### src/rtl/rpq_pkg.sv
package rpq_pkg;
  localparam int BYTE_W = 8;
  localparam logic [BYTE_W-1:0] GF_RED = 8'h1D;

  // Multiply one field element by 2 (generator x) in GF(2^8).
  function automatic logic [BYTE_W-1:0] gf_dbl(input logic [BYTE_W-1:0] b);
    gf_dbl = {b[BYTE_W-2:0], 1'b0} ^ (b[BYTE_W-1] ? GF_RED : '0);
  endfunction
endpackage

### src/rtl/rpq_lane.sv
module rpq_lane
  import rpq_pkg::*;
(
  input  logic [BYTE_W-1:0] d_i,
  input  logic [BYTE_W-1:0] p_i,
  input  logic [BYTE_W-1:0] q_i,
  input  logic              first_i,
  output logic [BYTE_W-1:0] p_o,
  output logic [BYTE_W-1:0] q_o
);
  always_comb begin
    if (first_i) begin
      p_o = d_i;
      q_o = d_i;
    end else begin
      p_o = p_i ^ d_i;
      q_o = gf_dbl(q_i) ^ d_i;
    end
  end
endmodule

### src/rtl/rpq_accum.sv
module rpq_accum
  import rpq_pkg::*;
#(
  parameter int LANES = 16
) (
  input  logic                      clk,
  input  logic                      rst_n,
  input  logic                      valid_i,
  input  logic                      first_i,
  input  logic [LANES*BYTE_W-1:0]   data_i,
  output logic [LANES*BYTE_W-1:0]   p_nxt_o,
  output logic [LANES*BYTE_W-1:0]   q_nxt_o
);
  localparam int W = LANES * BYTE_W;

  logic [W-1:0] p_q, q_q;

  for (genvar k = 0; k < LANES; k++) begin : g_lane
    rpq_lane u_lane (
      .d_i     (data_i[k*BYTE_W +: BYTE_W]),
      .p_i     (p_q[k*BYTE_W +: BYTE_W]),
      .q_i     (q_q[k*BYTE_W +: BYTE_W]),
      .first_i (first_i),
      .p_o     (p_nxt_o[k*BYTE_W +: BYTE_W]),
      .q_o     (q_nxt_o[k*BYTE_W +: BYTE_W])
    );
  end

  always_ff @(posedge clk) begin
    if (!rst_n) begin
      p_q <= '0;
      q_q <= '0;
    end else if (valid_i) begin
      p_q <= p_nxt_o;
      q_q <= q_nxt_o;
    end
  end

  AST_FIRST_LOAD: assert property (@(posedge clk) disable iff (!rst_n)
    valid_i && first_i |=> (p_q == $past(data_i)) && (q_q == $past(data_i)));
  AST_IDLE_HOLD: assert property (@(posedge clk) disable iff (!rst_n)
    !valid_i |=> $stable(p_q) && $stable(q_q));
endmodule

### src/rtl/rpq_out.sv
module rpq_out #(
  parameter int W = 128
) (
  input  logic         clk,
  input  logic         rst_n,
  input  logic         done_i,
  input  logic [W-1:0] p_i,
  input  logic [W-1:0] q_i,
  output logic         out_valid_o,
  output logic [W-1:0] out_p_o,
  output logic [W-1:0] out_q_o
);
  always_ff @(posedge clk) begin
    if (!rst_n) begin
      out_valid_o <= 1'b0;
      out_p_o     <= '0;
      out_q_o     <= '0;
    end else begin
      out_valid_o <= done_i;
      if (done_i) begin
        out_p_o <= p_i;
        out_q_o <= q_i;
      end
    end
  end

  AST_DONE_PULSE: assert property (@(posedge clk) disable iff (!rst_n)
    done_i |=> out_valid_o);
  AST_NO_SPURIOUS: assert property (@(posedge clk) disable iff (!rst_n)
    !done_i |=> !out_valid_o);
  AST_RESULT_HOLD: assert property (@(posedge clk) disable iff (!rst_n)
    !done_i |=> $stable(out_p_o) && $stable(out_q_o));
endmodule

### src/rtl/raid_pq_gen.sv
module raid_pq_gen #(
  parameter int LANES = 16
) (
  input  logic               clk,
  input  logic               rst_n,
  input  logic               in_valid,
  input  logic               in_first,
  input  logic               in_last,
  input  logic [LANES*8-1:0] in_data,
  output logic               out_valid,
  output logic [LANES*8-1:0] out_p,
  output logic [LANES*8-1:0] out_q
);
  localparam int W = LANES * rpq_pkg::BYTE_W;

  logic [W-1:0] p_nxt, q_nxt;
  logic         stripe_done;

  assign stripe_done = in_valid & in_last;

  rpq_accum #(.LANES(LANES)) u_accum (
    .clk     (clk),
    .rst_n   (rst_n),
    .valid_i (in_valid),
    .first_i (in_first),
    .data_i  (in_data),
    .p_nxt_o (p_nxt),
    .q_nxt_o (q_nxt)
  );

  rpq_out #(.W(W)) u_out (
    .clk         (clk),
    .rst_n       (rst_n),
    .done_i      (stripe_done),
    .p_i         (p_nxt),
    .q_i         (q_nxt),
    .out_valid_o (out_valid),
    .out_p_o     (out_p),
    .out_q_o     (out_q)
  );

  AST_SINGLE_DISK: assert property (@(posedge clk) disable iff (!rst_n)
    in_valid && in_first && in_last |=> (out_p == $past(in_data)) && (out_q == out_p));
  AST_GAPLESS_RESTART: assert property (@(posedge clk) disable iff (!rst_n)
    stripe_done ##1 (in_valid && in_first && in_last) |=> out_valid && (out_p == $past(in_data)));
endmodule

### config.mk
export PLATFORM = sky130hd
export DESIGN_NAME = raid_pq_gen
export DESIGN_NICKNAME = d
export VERILOG_FILES = /design/src/rtl/rpq_pkg.sv /design/src/rtl/rpq_lane.sv /design/src/rtl/rpq_accum.sv /design/src/rtl/rpq_out.sv /design/src/rtl/raid_pq_gen.sv
export SDC_FILE = /design/constraint.sdc
export NUM_CORES = 1
export LEC_CHECK = 0
export BUFFER_PORTS_ARGS = -buffer_cell sky130_fd_sc_hd__buf_2
export CAP_MARGIN = 30
export CORE_UTILIZATION = 50
export CTS_CLUSTER_DIAMETER = 60
export CTS_CLUSTER_SIZE = 24
export DETAILED_ROUTE_END_ITERATION = 8
export PLACE_DENSITY = 0.87
export SLEW_MARGIN = 20
export SYNTH_ARGS = -nofsm -noshare
export SYNTH_HDL_FRONTEND = slang
export SYNTH_SLANG_ARGS = --single-unit
### constraint.sdc
create_clock -name clk -period 1.1 [get_ports clk]
set_input_delay 0.055 -clock clk [delete_from_list [all_inputs] [get_ports clk]]
set_output_delay 0.055 -clock clk [all_outputs]
set_load 0.02 [all_outputs]
Word level (Yosys, flattened, before mapping)

Index checks and enable logic that the tools add are counted.

Output and inout port bits: 257
Logic and storage cells: 102
Input port bits: 133
Flip-flop bits (word level): 513

Bitwise logic cells: 49
Multiplexer cells: 48

Operator list:

| cell          | count |
|---|---|
| $mux W8       | 32 |
| $xor A8 B8 Y8 | 32 |
| $xor A8 B5 Y8 | 16 |
| $mux W5       | 16 |
| $and A1 B1 Y1 | 1 |

Longest topological paths before layout

Gate-level depths: netlist of run 1.

Depth after elaboration: 4
Mapped depth: 7
Mapped depth without buffers: 3

Hierarchy

A second synthesis of run 1 with hierarchy kept.

Cells, all modules: 2,229
Area, all modules: 24,148.2 um2

Modules (own cells, without submodules):

| module      | cells an instance | times used | sequential area each (um2) | area each (um2) |
|---|---|---|---|---|
| rpq_accum   | 825               | 1          | 5,124.9                    | 9,950.8 |
| rpq_out     | 827               | 1          | 5,144.9                    | 9,846.9 |
| rpq_lane    | 36                | 16         | 0.0                        | 271.5 |
| raid_pq_gen | 1                 | 1          | 0.0                        | 6.3 |

Worst setup path after synthesis of run 1

No wires, ideal clock.

Path type: input-to-reg
From: input port in_first
To: register u_accum.q_q[11]
Arrival: 1.083 ns
Data required time: 1.026 ns
Path slack: -0.057 ns
Stages on the path: 6
Buffers on the path: 4
Library setup time: 0.074 ns
Path through: buf_6 buf_8 buf_6 buf_6 or3_1 a31oi_1

Longest elaborated chain between the ends: 1

RTL lines:

| element              | RTL line         | RTL |
|---|---|---|
| from (decl)          | raid_pq_gen.sv:7 | `input logic in_first,` |
| $mux W8              | rpq_lane.sv:12   | `if (first_i) begin` |
| to (signal assigned) | rpq_accum.sv:35  | `q_q <= q_nxt_o;` |
| to (decl)            | rpq_accum.sv:16  | `logic [W-1:0] p_q, q_q;` |

No other way between the ends.
A chain may end at the register's enable or synchronous reset.

==> qor.csv, run 1 <==
metric,value,unit
run status,"finished, violations left",
failing checks,negative setup slack,
number of max-cap violations,0,
Min-Delay Path Class,in2reg,
Worst Hold Launch,rst_n,
DRT Pass-1 Iters,6,
die area,47660,um^2
power per cell area,1448,nW/um^2
core area,45770,um^2
Arrival @ worst endpoint,2120,ps
Clock power frac,33.3,%
clock root buffer,clkbuf_16,
aggregate global routing overflow,0,
Max Buffers Root-to-Sink,3,
ys flop type,dfxtp_1,
"FFs w/ async S/R, synth",0,%
DRC viols,0,
sequential share of power,44.0,%
pin count of the biggest net entering global routing,68,
Crit Reg-Reg Endpoint,u_accum.q_q[59],
Yosys cell types,25,
XOR/XNOR Fraction of Synth Area,9.583,%
"commonest non-fill, non-tap cell in the layout",nor2_1,
row cnt,78,
die height,218.3,um
Final WS setup,-629.2,ps
Int Pwr,32.88,mW
chip width,218.3,um
via count,25190,
peak supply drop,1.890,mV
CTS tree,yes,
Max Fclk,578.3,MHz
"Net Count, Synth",2707,
final WL,98.85,mm
Setup crit start kind,flop,
Simple-Gate Fraction of Synth Area,19.12,%
largest family of logic cells by synthesized area,compound AO/OA/AOI/OAI gates,
Final setup viols,332,
post-synthesis sequential area ratio,43.90,%
Initial Util,51.12,%
Synth Area in Adders,0,%
relative slew slack,14.15,%
Tmin final,1729,ps
final hold violation count,0,
leak pwr,12.92,nW
Setup crit end kind,flop,
area added between synthesis and finish,43.25,%
Placer Congestion,0.8331,
Clock Latency Late Sink,590,ps
# H-tree levels,2,
Logic pwr share,22.8,%
Clock Sinks,513,
worst hold slack,15.19,ps
initial antenna violation count,6,
Least-Margin Pin Slew,1274,ps
drt wl/cell,25.92,um
number of flops mapped to enable cells by yosys,0,
Worst EP required,1490,ps
RSZ-0062 raised after global routing,yes,
Mapped Area,23400,um^2
GRT Util Overall,32.79,%
"area leader, netlist",dfxtp_1,
Yosys warning count,0,
share of layout cells above drive strength 1,39.89,%
Switching Share,32.26,%
NetSw,15.66,mW
crit path kind,reg2reg,
Max Slew Vio Count,0,
first-pass GRT wire length,125.5,mm
post-placement setup slack,-242.5,ps
most area-consuming cells after synthesis,"dfxtp_1 44%, xnor2_1 9.6%, a211oi_1 9.2%",
synthesized instance count,2574,
reg-to-reg startpoint,u_accum.q_q[59],
Hold Path End,u_out.out_q_o[51],
Iteration-0 DRC Markers,3519,
Ports,390,
Detailed Place HPWL,40.33,mm
peak fanout along the critical path,2,
hold depth,4,
Final period util,157.2,%
flop2flop setup slack,-630,ps
clock-pin slew on the worst setup and hold paths,100,ps
FF-to-FF path depth,2,
NumNets Final,3313,
PortBufs,389,
Syn Area/Cell,9.089,um^2
most frequent cells in the layout,"416 x nor2_1, 261 x buf_6, 250 x o21ai_0, 250 x dfxtp_2, 243 x a211oi_1",
Routed Antenna Nets,0,
compound-cell area share of the yosys netlist,22.43,%
Yosys top cell area share,43.90,%
mux contribution to synthesized area,0.04813,%
vias per cell,6.605,
Worst Skew,22.63,ps
Seq cells post-synth,513,
vias in the first global route,23150,
Num CTS Buffers,38,
## repair_timing
item,CTS,global route
hold buffers,140,0
hold endpoints to repair,513,0
setup endpoints to repair,358,567
pin swaps,18,80
buffers inserted,45,78
resized for setup,805,243
cloned,0,5
## power by group through the flow
stage,registers [mW],logic [mW],clock network [mW]
after global placement,21.1,7.31,0
after global routing,21.4,11.5,16.9
after floorplan,21.7,4.40,0
after detailed placement,21.1,7.51,0
after CTS,21.0,8.90,15.8
final,21.3,11.1,16.1
## worst max-delay path by stage
stage / to / startpoint
floorplan: u_accum.p_q[127] / in_first
global placement: u_out.out_q_o[65] / in_first
detailed placement: u_out.out_q_o[88] / in_first
CTS: out_q[127] / u_out.out_q_o[127]
global route: u_accum.q_q[59] / u_accum.q_q[59]
finish: u_accum.q_q[59] / u_accum.q_q[59]
## through the flow
step | utilization (%) | cells | TNS [ps] | cell area [um^2] | total power, mW
6_report | 73.22 | 3813 | -14790 | 33510 | 48.54
3_5_place_dp | 57.71 | 3474 | -56440 | 26410 | 28.61
2_1_floorplan | - | 2574 | -1646 | 23410 | 26.10
4_1_cts | 68.98 | 3728 | -6420 | 31580 | 45.67
5_1_grt | 73.21 | 3811 | -23560 | 33510 | 49.70
3_3_place_gp | 57.71 | 3474 | -42940 | 26410 | 28.39
## layout make-up
class | count | area (um^2)
Timing Repair Buffer | 784 | 7521
Fill cell | 2398 | 12260
Inverter | 1 | 11.26
Multi-Input combinational cell | 1842 | 13110
Clock buffer | 42 | 1040
Tap cell | 600 | 750.7
Sequential cell | 513 | 10710
Antenna cell | 4 | 10.01
Clock inverter | 27 | 361.6
## worst max-delay path, stage by stage, from the launching register on
cell and delay, ps:
dfxtp_2 390, o21ai_0 990, a31oi_4 150
## cells in the mapped netlist, drive strengths merged (48+ instances only)
| cell type | n |
|---|---|
| a31oi | 96 |
| xnor2 | 256 |
| dfxtp | 513 |
| nor2 | 416 |
| a2bb2oi | 127 |
| buf | 68 |
| nor2b | 208 |
| or3 | 48 |
| a211oi | 288 |
| nand2 | 127 |
| clkbuf | 150 |
| o21ai | 272 |
## routing by layer
metal / vias to the layer above / GRT usage (%) / wire, um
met5: - / 0 / 27
met2: 2373 / 55.67 / 45210
li1: 10230 / - / -
met4: 4 / 20.93 / 9092
met3: 857 / 7.293 / 11950
met1: 11730 / 37.10 / 32560
## registers in the layout, indices dropped and copies added (netlist names)
register / count
u_out.out_q_o: 128
u_accum.q_q: 128
u_out.out_valid_o: 1
u_out.out_p_o: 128
u_accum.p_q: 128
## cell families (layout without fill, tap and decap cells)
logic type / Yosys count / in the layout
multiplexers: 1 / 1
AND/OR/NAND/NOR: 801 / 801
AO/OA/AOI/OAI: 784 / 784
XOR/XNOR: 256 / 256
flip-flops: 513 / 513
buffers and inverters: 219 / 854
other: 0 / 4
(Power assumes the default switching activity.)
==> run 2, diff against run 1 <==
--- a/config.mk
+++ b/config.mk
@@ -7,11 +7,12 @@
 export LEC_CHECK = 0
 export BUFFER_PORTS_ARGS = -buffer_cell sky130_fd_sc_hd__buf_2
 export CAP_MARGIN = 30
-export CORE_UTILIZATION = 50
+export CORE_UTILIZATION = 51
+export CTS_BUF_LIST = sky130_fd_sc_hd__clkbuf_8 sky130_fd_sc_hd__clkbuf_16
 export CTS_CLUSTER_DIAMETER = 60
 export CTS_CLUSTER_SIZE = 24
 export DETAILED_ROUTE_END_ITERATION = 8
-export PLACE_DENSITY = 0.87
+export PLACE_DENSITY = 0.88
 export SLEW_MARGIN = 20
 export SYNTH_ARGS = -nofsm -noshare
 export SYNTH_HDL_FRONTEND = slang
==> run 2 against run 1 <==
The run ends with negative hold slack, negative setup slack left. Wire length shrank 6.2%. Die area is 1.9% lower. Cell area down 0.54%. Register-to-register slack improved by 330 ps. Total power fell by 0.45%. Sequential share of layout area grew 0.18 points. Critical path type unchanged.
==> qor.csv, run 2 (synthesized netlist as in run 1, its figures left out) <==
metric,value,unit,change
final WL,92.67,mm,-6.2%
most frequent cells in the layout,"416 x nor2_1, 261 x o21ai_0, 258 x buf_6",,
FF-to-FF path depth,3,,+1
number of max-cap violations,0,,unchanged
Max Slew Vio Count,0,,unchanged
drt wl/cell,24.41,um,-5.8%
RSZ-0062 raised after global routing,yes,,
Least-Margin Pin Slew,684.7,ps,-589.7 ps
leak pwr,12.84,nW,-0.63%
power per cell area,1450,nW/um^2,about the same
relative slew slack,54.03,%,+40 points
Max Buffers Root-to-Sink,3,,unchanged
Iteration-0 DRC Markers,3443,,-2.2%
Worst EP required,1590,ps,+100 ps
Routed Antenna Nets,0,,unchanged
CTS tree,yes,,
Worst setup endpoint,u_accum.q_q[29],,
Clock Sinks,513,,unchanged
pin count of the biggest net entering global routing,65,,-4.4%
vias in the first global route,22990,,-0.68%
chip width,216.2,um,-0.98%
share of layout cells above drive strength 1,39.02,%,-0.86 points
worst hold slack,-16.57,ps,-31.77 ps
reg-to-reg startpoint,u_accum.q_q[28],,
Switching Share,32.04,%,-0.22 points
Num CTS Buffers,40,,+5.3%
crit path kind,reg2reg,,
vias per cell,6.492,,-1.7%
Tmin final,1402,ps,-327.0 ps
GRT Util Overall,32.61,%,-0.17 points
Detailed Place HPWL,40.23,mm,-0.24%
flop2flop setup slack,-300,ps,+330 ps
# H-tree levels,2,,unchanged
Clock Latency Late Sink,580,ps,about the same
post-placement setup slack,-302.8,ps,-60.30 ps
first-pass GRT wire length,123.7,mm,-1.4%
via count,24640,,-2.2%
Final setup viols,263,,-21%
crit path launch,u_accum.q_q[28],,
row cnt,78,,unchanged
Max Fclk,713.1,MHz,+23%
NetSw,15.49,mW,-1.1%
final hold violation count,6,,+6
core area,45280,um^2,-1.1%
Min-Delay Path Class,in2reg,,
Setup crit end kind,flop,,
Placer Congestion,0.8079,,-3.0%
Clock power frac,33.7,%,+0.4 points
DRC viols,0,,unchanged
Initial Util,51.67,%,+0.55 points
NumNets Final,3296,,-0.51%
Worst Skew,27.19,ps,+4.559 ps
Arrival @ worst endpoint,1890,ps,-230 ps
Int Pwr,32.84,mW,-0.13%
die height,216.2,um,-0.98%
clock-pin slew on the worst setup and hold paths,90,ps,about the same
Logic pwr share,22.2,%,-0.6 points
Ports,390,,unchanged
initial antenna violation count,4,,-2
"commonest non-fill, non-tap cell in the layout",nor2_1,,
run status,"finished, violations left",,
DRT Pass-1 Iters,6,,unchanged
"Design Area, Final",33330,um^2,-0.54%
Crit Reg-Reg Endpoint,u_accum.q_q[29],,
area added between synthesis and finish,42.48,%,
sequential share of power,44.0,%,about the same
aggregate global routing overflow,0,,unchanged
clock root buffer,clkbuf_16,,
peak fanout along the critical path,2,,unchanged
Setup crit start kind,flop,,
Post-DP Area,26680,um^2,+1.0%
Final period util,127.5,%,-30 points
PortBufs,389,,unchanged
failing checks,"negative hold slack, negative setup slack",,
die area,46740,um^2,-1.9%
peak supply drop,1.509,mV,-20%
Final WS setup,-302.3,ps,+327.0 ps
run 2: critical path: stages, from the launching register on:
cell and delay (ps):
dfxtp_1 380, nor2b_1 460, xnor2_1 190, a211oi_1 300
run 2: worst min-delay path by stage:
stage / startpoint / cells past startpoint / slack [ps] / endpoint
global route: rst_n / 4 / -9 / u_out.out_q_o[28]
CTS: rst_n / 4 / -40 / u_out.out_q_o[99]
global placement: in_last / 2 / 400 / u_out.out_valid_o
floorplan: in_last / 1 / 210 / u_out.out_valid_o
detailed placement: in_last / 2 / 370 / u_out.out_valid_o
finish: rst_n / 4 / -20 / u_out.out_q_o[4]
run 2: layer usage:
metal | vias to the layer above | track usage (%) | wire length, um | share of wire [%]
met1 | 11420 | 37.05 | 31070 | 34
met2 | 2245 | 55.91 | 43450 | 47
met4 | 4 | 20.23 | 7925 | 8.6
met3 | 790 | 6.793 | 10210 | 11
met5 | - | 0 | 24 | 0.026
li1 | 10180 | - | - | -
run 2: power groups by stage:
stage / registers (mW) / clock network, mW / logic [mW]
2_1_floorplan: 21.7 / 0 / 4.40
3_3_place_gp: 21.1 / 0 / 7.44
6_report: 21.3 / 16.3 / 10.7
4_1_cts: 21.0 / 16.0 / 8.98
5_1_grt: 21.3 / 17.0 / 11.2
3_5_place_dp: 21.1 / 0 / 7.64
run 2: what timing repair did:
item                       in CTS  in global routing
pin swaps                      16                 83
setup endpoints to repair     357                432
setup buffers                  37                 65
hold buffers                  142                  5
hold endpoints to repair      513                  4
gates resized for setup       796                218
run 2: metrics by stage:
stage                     hold WS (ps)  util (%)  setup TNS, ps  power (mW)  instances
after floorplan                  207.5         -          -1646       26.10       2574
after global placement           396.7     58.92         -50610       28.50       3476
after detailed placement         373.7     58.92         -61560       28.73       3476
after CTS                       -40.31     70.12          -4002       45.99       3726
after global routing            -9.470     73.60         -20260       49.55       3794
final                           -16.57     73.61         -10160       48.33       3796
run 2: layout make-up:
| cell class | count | area (um^2) |
|---|---|---|
| Fill cell | 2442 | 11950 |
| Tap cell | 600 | 750.7 |
| Antenna cell | 3 | 7.507 |
| Timing Repair Buffer | 765 | 7477 |
| Clock inverter | 31 | 392.9 |
| Inverter | 1 | 11.26 |
| Clock buffer | 41 | 1026 |
| Sequential cell | 513 | 10710 |
| Multi-Input combinational cell | 1842 | 12960 |
